--- src/rtl/lin_nad_assign_pkg.sv ---
package lin_nad_assign_pkg;

  localparam int NAD_W = 8;

  typedef enum logic [1:0] {
    MODE_STD   = 2'b00,
    MODE_CHAIN = 2'b01,
    MODE_PLUG  = 2'b10,
    MODE_ALT   = 2'b11
  } assignMode_e;

  localparam logic [NAD_W-1:0] SID_ASSIGN  = 8'hB0;
  localparam logic [NAD_W-1:0] RSID_ASSIGN = 8'hF0;
  localparam logic [NAD_W-1:0] NAD_WILD    = 8'h7F;
  localparam logic [NAD_W-1:0] RESP_PCI    = 8'h05;
  localparam logic [NAD_W-1:0] RESP_FILL   = 8'hFF;
  localparam logic [15:0]      SUPPLIER_ID = 16'h0011;
  localparam logic [15:0]      FUNCTION_ID = 16'h0000;

  typedef struct packed {
    logic loadNad;
    logic loadResp;
    logic closeChain;
  } ctrlStrobes_t;

  typedef struct packed {
    logic addrHit;
    logic plugHit;
    logic svcHit;
    logic nadLegal;
  } matchFlags_t;

endpackage

--- src/rtl/lin_nad_assign_dp.sv ---
module lin_nad_assign_dp
  import lin_nad_assign_pkg::*;
#(
  parameter int FRAME_BYTES = 8,
  parameter int PIN_COUNT = 3,
  parameter logic [NAD_W-1:0] STD_INIT_NAD = 8'h10,
  parameter logic [NAD_W-1:0] CHAIN_INIT_NAD = 8'h21,
  parameter logic [NAD_W-1:0] PLUG_INIT_NAD = 8'h20,
  localparam int FRAME_W = FRAME_BYTES * NAD_W
) (
  input  logic                 clk,
  input  logic                 rstN,
  input  logic [1:0]           mode,
  input  logic [FRAME_W-1:0]   frameData,
  input  logic [PIN_COUNT-1:0] cfgPins,
  input  ctrlStrobes_t         strobes,
  output logic [NAD_W-1:0]     nad,
  output logic [FRAME_W-1:0]   respData,
  output matchFlags_t          flags
);

  logic [NAD_W-1:0] rxByte   [FRAME_BYTES];
  logic [NAD_W-1:0] respByte [FRAME_BYTES];
  logic [FRAME_W-1:0] respNext;
  logic [NAD_W-1:0] initNad;

  for (genvar g = 0; g < FRAME_BYTES; g++) begin : g_bytes
    assign rxByte[g] = frameData[g*NAD_W +: NAD_W];
    assign respNext[g*NAD_W +: NAD_W] = respByte[g];
  end

  always_comb begin
    flags.addrHit  = (rxByte[0] == nad) || (rxByte[0] == NAD_WILD);
    flags.svcHit   = (rxByte[2] == SID_ASSIGN) &&
                     ({rxByte[4], rxByte[3]} == SUPPLIER_ID) &&
                     ({rxByte[6], rxByte[5]} == FUNCTION_ID);
    flags.nadLegal = (rxByte[FRAME_BYTES-1] != '0) && !rxByte[FRAME_BYTES-1][NAD_W-1];
    flags.plugHit  = (rxByte[0][NAD_W-1:PIN_COUNT+1] == '0) && rxByte[0][PIN_COUNT] &&
                     (rxByte[0][PIN_COUNT-1:0] == cfgPins);
  end

  always_comb begin
    for (int i = 0; i < FRAME_BYTES; i++) respByte[i] = RESP_FILL;
    respByte[0] = nad;
    respByte[1] = RESP_PCI;
    respByte[2] = RSID_ASSIGN;
    respByte[3] = SUPPLIER_ID[7:0];
    respByte[4] = SUPPLIER_ID[15:8];
    respByte[5] = FUNCTION_ID[7:0];
    respByte[6] = FUNCTION_ID[15:8];
  end

  always_comb begin
    unique case (assignMode_e'(mode))
      MODE_CHAIN: initNad = CHAIN_INIT_NAD;
      MODE_PLUG:  initNad = PLUG_INIT_NAD;
      default:    initNad = STD_INIT_NAD;
    endcase
  end

  always_ff @(posedge clk) begin
    if (!rstN) begin
      nad      <= initNad;
      respData <= '0;
    end else begin
      if (strobes.loadNad)  nad      <= rxByte[FRAME_BYTES-1];
      if (strobes.loadResp) respData <= respNext;
    end
  end


  nad_range_chk: assert property (@(posedge clk) disable iff (!rstN)
    (nad != '0) && !nad[NAD_W-1]);

endmodule

--- src/rtl/lin_nad_assign_ctrl.sv ---
module lin_nad_assign_ctrl
  import lin_nad_assign_pkg::*;
(
  input  logic         clk,
  input  logic         rstN,
  input  logic [1:0]   mode,
  input  logic         frameValid,
  input  matchFlags_t  flags,
  input  logic         pinC1,
  input  logic         chainOpen,
  output ctrlStrobes_t strobes,
  output logic         respValid,
  output logic         chainClose
);

  logic baseOk;
  logic accept;

  always_comb begin
    baseOk = frameValid && flags.svcHit && flags.nadLegal;
    unique case (assignMode_e'(mode))
      MODE_CHAIN: accept = baseOk && flags.addrHit && !pinC1 && chainOpen;
      MODE_PLUG:  accept = baseOk && flags.plugHit;
      default:    accept = baseOk && flags.addrHit;
    endcase
    strobes.loadNad    = accept;
    strobes.loadResp   = accept;
    strobes.closeChain = accept && (assignMode_e'(mode) == MODE_CHAIN);
  end

  always_ff @(posedge clk) begin
    if (!rstN) begin
      respValid  <= 1'b0;
      chainClose <= 1'b0;
    end else begin
      respValid  <= accept;
      chainClose <= chainClose || strobes.closeChain;
    end
  end


  resp_cause_chk: assert property (@(posedge clk) disable iff (!rstN)
    respValid |-> $past(frameValid));


  chain_mode_chk: assert property (@(posedge clk) disable iff (!rstN)
    $rose(chainClose) |-> ($past(mode) == MODE_CHAIN));


  chain_hold_chk: assert property (@(posedge clk) disable iff (!rstN)
    chainClose |=> chainClose);

endmodule

--- src/rtl/lin_nad_assign.sv ---
module lin_nad_assign
  import lin_nad_assign_pkg::*;
#(
  parameter int FRAME_BYTES = 8,
  parameter int PIN_COUNT = 3,
  localparam int FRAME_W = FRAME_BYTES * NAD_W
) (
  input  logic                 clk,
  input  logic                 rstN,
  input  logic [1:0]           mode,
  input  logic                 frameValid,
  input  logic [FRAME_W-1:0]   frameData,
  input  logic [PIN_COUNT-1:0] cfgPins,
  input  logic                 chainOpen,
  output logic [NAD_W-1:0]     nad,
  output logic [FRAME_W-1:0]   respData,
  output logic                 respValid,
  output logic                 chainClose
);

  ctrlStrobes_t strobes;
  matchFlags_t  flags;

  lin_nad_assign_dp #(.FRAME_BYTES(FRAME_BYTES), .PIN_COUNT(PIN_COUNT)) u_dp (
    .clk(clk), .rstN(rstN), .mode(mode), .frameData(frameData), .cfgPins(cfgPins),
    .strobes(strobes), .nad(nad), .respData(respData), .flags(flags)
  );

  lin_nad_assign_ctrl u_ctrl (
    .clk(clk), .rstN(rstN), .mode(mode), .frameValid(frameValid), .flags(flags),
    .pinC1(cfgPins[0]), .chainOpen(chainOpen), .strobes(strobes),
    .respValid(respValid), .chainClose(chainClose)
  );


  nad_from_frame_chk: assert property (@(posedge clk) disable iff (!rstN)
    respValid |-> (nad == $past(frameData[FRAME_W-1 -: NAD_W])));


  nad_quiet_chk: assert property (@(posedge clk) disable iff (!rstN)
    !frameValid |=> $stable(nad));

endmodule

--- config.mk ---
export PLATFORM = sky130hd
export DESIGN_NAME = lin_nad_assign
export DESIGN_NICKNAME = d
export VERILOG_FILES = /design/src/rtl/lin_nad_assign_pkg.sv /design/src/rtl/lin_nad_assign_dp.sv /design/src/rtl/lin_nad_assign_ctrl.sv /design/src/rtl/lin_nad_assign.sv
export SDC_FILE = /design/constraint.sdc
export NUM_CORES = 1
export LEC_CHECK = 0
export BUFFER_PORTS_ARGS = -buffer_cell sky130_fd_sc_hd__buf_2
export CAP_MARGIN = 20
export CORE_MARGIN = 5
export CORE_UTILIZATION = 30
export DETAILED_ROUTE_END_ITERATION = 6
export GPL_TIMING_DRIVEN = 0
export PLACE_DENSITY = 0.7
export SLEW_MARGIN = 25
export SYNTH_ARGS = -nofsm -noshare
export SYNTH_HDL_FRONTEND = slang
export SYNTH_SLANG_ARGS = --single-unit
--- constraint.sdc ---
create_clock -name clk -period 2.8 [get_ports clk]
set_input_delay 0.14 -clock clk [delete_from_list [all_inputs] [get_ports clk]]
set_output_delay 0.14 -clock clk [all_outputs]
set_load 0.005 [all_outputs]
==> impl_metrics.yaml <==
outcome:
  run_status: "finished, final reports clean"
worst_setup_path:
  worst_setup_path_startpoint: "frameData[63]"
  worst-setup-path-type: "in -> reg"
  start_kind: "input pin"
  r2r_setup_slack_ns: 1.00
  endpoint_kind: "flip-flop"
  worst_endpoint_required_time_ns: 2.72
  cp_data_arrival_time_ns: 1.80
  worstRegToRegCells: 5
  worstReg2RegStart: "u_dp.nad[5]$_DFFE_PP_"
  cp_max_fo: 8
  regToRegEndpoint: "u_dp.nad[7]$_SDFFCE_PN0P_"
  critical_path.endpoint: "u_dp.nad[7]$_SDFFCE_PN0P_"
clock_network:
  cts_buffer_depth: 2
  cts_hold_repair.buffers: 0
  postCtsSetupRepairBufs: 0
  cts.clk_slew.worst_paths_ns: 0.07
  numCtsBuffers: 3
  clock_insertion_delay_worst_skew_ns: 0.25
  tritoncts_clock_tree: "yes"
  cts.sink_count: 19
  htreeDepth: 1
  cts.repair.resized: 0
  cts-root-buf: "sky130_fd_sc_hd__clkbuf_8"
sta:
  timing.final.hold_violations: 0
  slew_violations: 0
  total_negative_setup_slacks_ns: 0
  rsz0062_at_grt: "no"
  layout_min_cycle_time_ns: 1.88
  finalClockSkew_ns: 0.00119
  layout_worst_path_cycle_share: 0.672
  setup_viol: 0
  timing.fmax_mhz: 531
place:
  gp_congestion: 0.828
  place.port_buffers: 98
  final_hpwl_from_detailed_placement_um: 3850
drt:
  route.vias.total: 1404
  wire_per_inst_um: 11.3
  post-route-drc-count: 0
  firstDrtPassIters: 4
  routed_wirelength_um: 4190
  drt_first_iter_violations: 15
  antenna_left: 0
  vias_per_cell: 3.79
layout:
  nFillCells: 462
  n_antenna_cell: 0
  area_delta_synth_final_pct: 51.2
  mostFrequentLayoutCell: "sky130_fd_sc_hd__buf_2"
  layout_cells_sized_above_1: 0.545
  final_nets: 379
  layout.core_utilization: 0.473
  final_cell_mix: "98 x sky130_fd_sc_hd__buf_2, 55 x sky130_fd_sc_hd__buf_4, 40 x sky130_fd_sc_hd__conb_1"
  multi_input_area_um2: 731
  layout.area.seq_um2: 460
synthesis:
  top_cells_by_area_synth: "sky130_fd_sc_hd__buf_4 28%, sky130_fd_sc_hd__edfxtp_1 16%, sky130_fd_sc_hd__dfxtp_1 15%"
  library_cells_used_by_synthesis: 28
  synth-main-ff-cell: "sky130_fd_sc_hd__dfxtp_1"
  synth-warning-count: 0
  netlist.area_leader.share: 0.275
  synth_area_leader_cell: "sky130_fd_sc_hd__buf_4"
  synth_enable_flop_cells: 8
  average_instance_area_after_synthesis_um2: 9.25
  syn_area_um2: 1500
  ys_seq_elements: 19
  post_synth_inst_count: 162
  fraction_of_the_yosys_area_taken_by_sequential_cells: 0.307
  async_reset_ff_frac: 0
floorplan:
  fp.coreArea_um2: 4790
  boundaryPins: 147
  rows: 25
  dieHeight_um: 80.7
  design.die.area_um2: 6510
  chipWidth_um: 80.7
  start_util: 0.313
grt:
  first_pass_grt_wire_length_um: 6560
  grt_antenna_before_repair: 0
  global_route.usage.total: 0.126
  first_global_vias: 1526
  overflow: 0
  maximum_number_of_pins_on_one_net_before_global_route_repair: 18
power:
  vdd_ir_drop_max_mv: 0.159
  power.leakage_nw: 1.23
  ratio_of_total_power_to_cell_area_nw_per_um2: 297
worst_hold_path:
  timing.hold.worst.class: "in -> reg"
job:
  max-cap-violations: 0
-- cell families after synthesis --
kind of cell,share of synthesized area
AO/OA/AOI/OAI,0.0317
XOR/XNOR,0.0643
adder cells (fa/ha/maj),0.0167
buffers and inverters,0.303
flip-flops,0.307
multiplexers,0.0751
other,0.00250
AND/OR/NAND/NOR,0.199
-- routing by layer --
layer,track usage,up-vias,part of all wire
met2,0.225,97,0.47
met3,0.0504,2,0.14
met1,0.139,569,0.39
li1,-,736,-
met5,0,-,0
met4,0.0304,0,0.0021
-- final cells by class --
cell class / count / area share
timing repair buffer: 98 / 0.216
buffer: 59 / 0.194
tap: 67 / 0.0370
clock buffer: 3 / 0.0182
inverter: 4 / 0.00663
multi-input combinational: 119 / 0.322
sequential: 19 / 0.203
clock inverter: 1 / 0.00221
-- cells in the mapped netlist (all sizes together), types with 2 or more instances --
master and number:
nor4b 4, buf 56, xnor2 11, nor3 2, mux2 2, inv 4, clkbuf 3, dfxtp 11
nand2b 2, and2 7, ha 2, nand2 17, nand4 5, edfxtp 8, nor4 8, nand3 2
mux2i 9
-- sequential cells by signal (all words and copies together) (netlist names) --
name and flops:
u_dp.nad 8, u_ctrl.chainClose 1, u_ctrl.respValid 1, u_dp.respData 9
-- critical path: stages --
cell and delay (ns):
sky130_fd_sc_hd__buf_2 0.11, sky130_fd_sc_hd__nor4b_2 0.30, sky130_fd_sc_hd__nand4_1 0.16, sky130_fd_sc_hd__a2111oi_2 0.48, sky130_fd_sc_hd__o31a_2 0.27, sky130_fd_sc_hd__nand2b_1 0.33
-- power breakdown --
group / internal (W) / total [W] / switching (W)
clock network: 0.0000987 / 0.000188 / 0.0000889
logic: 0.000102 / 0.000173 / 0.0000716
registers: 0.000301 / 0.000312 / 0.0000110
total: 0.000501 / 0.000673 / 0.000172
-- worst min path at each step --
stage / start / to / slack, ns / cells past startpoint
6_report: frameData[62] / u_dp.nad[6]$_SDFFCE_PN0P_ / 0.18 / 2
5_1_grt: frameData[58] / u_dp.nad[2]$_SDFFCE_PN0P_ / 0.18 / 2
4_1_cts: frameData[62] / u_dp.nad[6]$_SDFFCE_PN0P_ / 0.17 / 2
3_5_place_dp: frameData[62] / u_dp.nad[6]$_SDFFCE_PN0P_ / 0.44 / 2
3_3_place_gp: frameData[62] / u_dp.nad[6]$_SDFFCE_PN0P_ / 0.44 / 2
2_1_floorplan: frameData[57] / u_dp.nad[1]$_SDFFCE_PN0P_ / 0.34 / 1
-- per-stage QoR --
stage	setup WS [ns]	power (W)	instance area, um^2	instances	hold slack (ns)
after floorplan	1.13	0.000415	1650	201	0.338
after global placement	0.636	0.000486	2220	366	0.439
after detailed placement	0.604	0.000489	2220	366	0.438
after CTS	0.878	0.000677	2270	370	0.174
after global routing	0.755	0.000714	2270	370	0.183
final	0.918	0.000673	2270	370	0.181
(Power assumes the default switching activity.)
